`src/rtl/capture_unit.sv`:
```
module capture_unit #(
  parameter int TW   = 16,
  parameter int SYNC = 2,
  parameter int PSW  = 4
) (
  input  logic          clk,
  input  logic          rst_n,
  input  logic [3:0]    mode,
  input  logic          tmr_sel,
  input  logic [TW-1:0] tmr_a,
  input  logic [TW-1:0] tmr_b,
  input  logic          cap_pin,
  input  logic          msg_rx,
  input  logic          alt_src,
  input  logic          flag_clr,
  output logic [TW-1:0] cap_val,
  output logic          cap_flag
);

  logic [SYNC-1:0] sync_q;
  logic            prev_q;
  logic [PSW-1:0]  presc;
  logic            due;

  wire pin_s    = sync_q[SYNC-1];
  wire rise     = pin_s & ~prev_q;
  wire fall     = ~pin_s & prev_q;
  wire cap_mode = (mode[3:2] == 2'b01);
  wire src_ev   = alt_src ? msg_rx : ((mode[1:0] == 2'b00) ? fall : rise);
  wire ev       = cap_mode & src_ev;
  wire cap_now  = ev & due;
  wire [TW-1:0] tmr_pick = tmr_sel ? tmr_b : tmr_a;

  always_comb begin
    case (mode[1:0])
      2'b10:   due = &presc[1:0];
      2'b11:   due = &presc;
      default: due = 1'b1;
    endcase
  end

  always_ff @(posedge clk or negedge rst_n) begin
    if (!rst_n) begin
      sync_q <= '0;
      prev_q <= 1'b0;
    end else begin
      sync_q <= {sync_q[SYNC-2:0], cap_pin};
      prev_q <= pin_s;
    end
  end

  always_ff @(posedge clk or negedge rst_n) begin
    if (!rst_n)         presc <= '0;
    else if (!cap_mode) presc <= '0;
    else if (ev)        presc <= presc + 1'b1;
  end

  always_ff @(posedge clk or negedge rst_n) begin
    if (!rst_n) begin
      cap_val  <= '0;
      cap_flag <= 1'b0;
    end else begin
      if (cap_now) cap_val <= tmr_pick;
      cap_flag <= cap_now | (cap_flag & ~flag_clr);
    end
  end

endmodule

```
`config.mk`:
```
export PLATFORM = sky130hd
export DESIGN_NAME = capture_unit
export DESIGN_NICKNAME = d
export VERILOG_FILES = /design/src/rtl/capture_unit.sv
export SDC_FILE = /design/constraint.sdc
export NUM_CORES = 1
export LEC_CHECK = 0
export BUFFER_PORTS_ARGS = -buffer_cell sky130_fd_sc_hd__buf_2
export CAP_MARGIN = 25
export CORE_ASPECT_RATIO = 0.7
export CORE_MARGIN = 2
export CORE_UTILIZATION = 48
export DETAILED_ROUTE_END_ITERATION = 12
export PLACE_DENSITY = 0.89
export SLEW_MARGIN = 10
export SYNTH_ARGS = -nofsm -noshare
export SYNTH_HDL_FRONTEND = slang
export SYNTH_SLANG_ARGS = --single-unit
```
`constraint.sdc`:
```
create_clock -name clk -period 2.34 [get_ports clk]
set_input_delay 0.351 -clock clk [delete_from_list [all_inputs] [get_ports clk]]
set_output_delay 0.351 -clock clk [all_outputs]
set_load 0.005 [all_outputs]
```
==> impl.org <==
** STA
- Final worst-path cycle share :: 0.888
- Max_slew headroom :: 0.394
- After routing, the total negative slack on setup checks comes to 0 ns.
- RSZ-0062 raised after global routing :: false
- Setup violations remaining at the end of the flow were counted as 0.
- At the pin with the least slew margin, the transition time is 0.909 ns.
- Number of pins with negative max-slew slack in the final report :: 0
- Derived from the worst setup path, the maximum achievable clock frequency is 481 MHz.
- Number of failing hold endpoints at the final stage :: 0
- Final setup skew :: 0.00615 ns
- Final min period :: 2.08 ns

** Die
- Height of the die :: 45.6 um
- Die outline area :: 2900 um2
- Top-level I/O count :: 60
- The initial utilization of the core area, before any placement, comes to 0.495.
- Core region area :: 2400 um2
- In this run the horizontal extent of the chip is 63.5 um.
- After floorplanning, the core was divided into 15 placement rows.

** Synthesis
- Net count of the mapped netlist :: 152
- Counting instances in the post-synthesis netlist gives the leading cell types as sky130_fd_sc_hd__dfrtp_1 (24), sky130_fd_sc_hd__a21oi_1 (19), sky130_fd_sc_hd__a31oi_1 (16), sky130_fd_sc_hd__mux2i_1 (16), sky130_fd_sc_hd__clkbuf_1 (5).
- Unique cell type count in the Yosys netlist :: 23
- The share of the Yosys chip area taken by registers is 0.505.
- Share of flip-flops with an asynchronous set or reset after synthesis :: 1.00
- Top post-synthesis cells by area :: sky130_fd_sc_hd__dfrtp_1 (51%), sky130_fd_sc_hd__mux2i_1 (13%), sky130_fd_sc_hd__a31oi_1 (8.4%), sky130_fd_sc_hd__a21oi_1 (8.0%), sky130_fd_sc_hd__nor4b_4 (2.0%)
- Number of enable flip-flop cells after synthesis :: 0
- After synthesis the cells add up to 1190 um2.
- The most used flip-flop cell after synthesis is sky130_fd_sc_hd__dfrtp_1.
- Yosys warnings :: 0
- Per-instance average area after synthesis :: 11.0 um2
- Yosys instantiated no cell more often than sky130_fd_sc_hd__dfrtp_1.
- The synthesized design spends more area on one cell type than any other, namely sky130_fd_sc_hd__dfrtp_1.
- Flip-flop and latch count after synthesis :: 24
- The share of synthesized area in the top cell type comes to 0.505.
- Cell count after synthesis :: 108

** Layout
- The sequential cells in the finished layout cover a total of 601 um2.
- In the final layout, the share of cells above drive strength 1 is 0.421.
- The filler cells instantiated in the layout total 212.
- Relative to the synthesized area, the layout overhead comes to 32.0%.
- Final layout net count :: 209
- Final non-filler cell area :: 1570 um2
- Antenna diode count :: 0
- In the final layout, the multi-input gates occupy 553 um2.

** Placement
- HPWL Detailed :: 2020 um
- Routability-driven placement finished with a final weighted congestion of 0.744.
- Input and output buffers added on the ports amount to 59.
- Post-Place Cell Area :: 1510 um2

** Global route
- Aggregate global-route resource usage :: 0.194
- Summed over all layers, the global routing overflow is 0.
- Antenna violations before repair :: 0
- Via count of the first global-routing pass :: 929
- Largest net degree at the start of global routing :: 34
- Wire length of the first global-routing pass :: 4280 um

** Power
- Cell-internal power :: 0.794 mW
- Power share of the combinational group :: 0.240
- Fraction of power spent switching nets :: 0.269
- Seq pwr share :: 0.490
- Switch Pwr :: 0.292 mW
- For this design the static power due to leakage is 0.750 nW.
- Peak supply drop :: 445 uV
- Proportion of power drawn by the clock network :: 0.270
- In this run the power density over the cells is 692 nW/um2.
- Summing internal, switching and leakage power gives 1.09 mW.

** Clock network
- Number of sinks on the clock net :: 24
- In this run the deepest clock path goes through 2 buffers.
- CTS H-tree depth :: 1
- In this run, post-CTS repair resized a total of 0 instances.
- The later pin in the worst-skew pair is clocked with a latency of 0.31 ns.
- TritonCTS built the clock tree.
- In this run the clock root is driven by a sky130_fd_sc_hd__clkbuf_4.
- Num CTS Buffers :: 3
- Clock-pin slew of the registers on the worst-case setup and hold paths :: 0.13 ns

** Worst hold path
- Tightest Hold Check Type :: in2reg
- The startpoint identified for the worst hold timing path is cap_pin.

** Critical path
- In this run the worst path has a maximum fanout of 33.
- The critical path runs through a total of 4 cells.
- The startpoint identified for the worst register-to-register timing path is sync_q[1].
- By startpoint and endpoint, the worst setup path is classified as reg2reg.
- Library cell contributing the largest single delay on the critical path :: sky130_fd_sc_hd__a211o_1
- STA classifies the critical path endpoint as a flop.
- Largest delay share family, worst path :: compound AO/OA/AOI/OAI gates
- The most critical setup path has its startpoint at sync_q[1].
- Length in cells of the worst reg-to-reg path :: 4
- Max incr delay on CP :: 0.76 ns
- Cells along the critical path :: nor4b_4 -> a211o_1 -> a21oi_1 -> a31oi_1
- Reg2reg setup slack :: 0.26 ns
- Critical Path End :: cap_val[15]
- The worst setup path is launched from a flop.
- For the worst setup path, the data arrival time is 2.31 ns.
- Worst endpoint required time :: 2.57 ns
- In this run the critical register-to-register path is captured at cap_val[15].
- Counting both buffers and inverters, the worst setup path holds a total of 0.

** Route
- In this run the remaining antenna-violating nets after routing total 0.
- Drt total wl :: 2760 um
- DRT Pass-1 Iters :: 4
- Using the TritonRoute via totals, the vias-per-cell ratio works out to 5.38.
- In this run, the number of DRC markers left after iteration 0 of detailed routing was 58.
- After detailed routing, the average wire length per cell comes to 13.9 um.
- In the routed design, unresolved DRC markers number 0.
- Summing over every cut layer, the via total after detailed routing is 1066.

** Job
- Max-cap viol count :: 0

** Status
- The run finished with clean final reports.
metal layers:
metal	global-route usage	wire length, um
met1	0.247	1130
met2	0.347	1450
met3	0.0421	137
met4	0.0478	40
met5	0	0
logic make-up (layout without fill, tap and decap cells):
group                      after synthesis  in the layout  synth area share
AOI/OAI and AO/OA                       45             45             0.239
adders and majority gates                1              1            0.0105
and+or+nand+nor                         11             11            0.0716
muxes                                   16             16             0.135
DFF                                     24             24             0.505
buffers and inverters                   11             67            0.0390
power by group through the flow:
stage / Sequential (mW) / Combinational, mW / Clock [mW]
finish: 0.532 / 0.260 / 0.293
global route: 0.539 / 0.293 / 0.314
CTS: 0.530 / 0.264 / 0.300
detailed placement: 0.537 / 0.261 / 0
global placement: 0.535 / 0.248 / 0
floorplan: 0.541 / 0.118 / 0
how the worst min path moves through the flow:
stage                           end  cells past startpoint
after floorplan            cap_flag                      0
after global placement    sync_q[1]                      0
after detailed placement  sync_q[1]                      0
after CTS                 sync_q[0]                      1
after global routing      sync_q[0]                      1
final                     sync_q[0]                      1
stage by stage:
step / std cells / setup slack, ns / hold slack [ns] / util
after floorplan: 108 / 0.799 / 0.0554 / -
after global placement: 193 / 0.462 / 0.333 / 0.627
after detailed placement: 193 / 0.355 / 0.340 / 0.627
after CTS: 198 / 0.267 / 0.120 / 0.653
after global routing: 198 / 0.141 / 0.117 / 0.653
final: 198 / 0.262 / 0.133 / 0.653
registers in the layout (all words and copies together) (netlist names):
register and cells:
prev_q 1, presc 4, cap_flag 1, cap_val 16, sync_q 2
cells in the final DEF (no fill, tap or decap):
master	count
sky130_fd_sc_hd__dfrtp_1	24
sky130_fd_sc_hd__clkbuf_4	3
sky130_fd_sc_hd__a311oi_4	1
sky130_fd_sc_hd__o21ba_2	2
sky130_fd_sc_hd__or4_1	2
sky130_fd_sc_hd__o21a_1	1
sky130_fd_sc_hd__nand2_1	1
sky130_fd_sc_hd__bufinv_16	1
sky130_fd_sc_hd__nor2b_1	1
sky130_fd_sc_hd__or3_1	1
sky130_fd_sc_hd__a211oi_2	1
sky130_fd_sc_hd__nor4b_4	1
sky130_fd_sc_hd__a21oi_1	19
sky130_fd_sc_hd__a31oi_1	16
sky130_fd_sc_hd__buf_2	59
sky130_fd_sc_hd__nor3b_1	1
sky130_fd_sc_hd__o21ai_0	2
sky130_fd_sc_hd__nand3_1	2
sky130_fd_sc_hd__ha_1	1
sky130_fd_sc_hd__dlygate4sd3_1	1
sky130_fd_sc_hd__buf_4	1
sky130_fd_sc_hd__inv_1	2
sky130_fd_sc_hd__nand2b_1	2
sky130_fd_sc_hd__mux2i_1	16
sky130_fd_sc_hd__a211o_1	1
sky130_fd_sc_hd__o31ai_1	2
what timing repair did:
action,4_1_cts,5_1_grt
hold buffers,1,0
endpoints found under the hold margin,14,0
buffers inserted,0,0
cell type report:
type                            instances  area share
Timing Repair Buffer                   61       0.199
Clock inverter                          1      0.0191
Inverter                                2     0.00478
Tap cell                               34      0.0271
Multi-Input combinational cell         73       0.352
Sequential cell                        24       0.383
Clock buffer                            3      0.0144
Power figures use the tool's default switching activity.
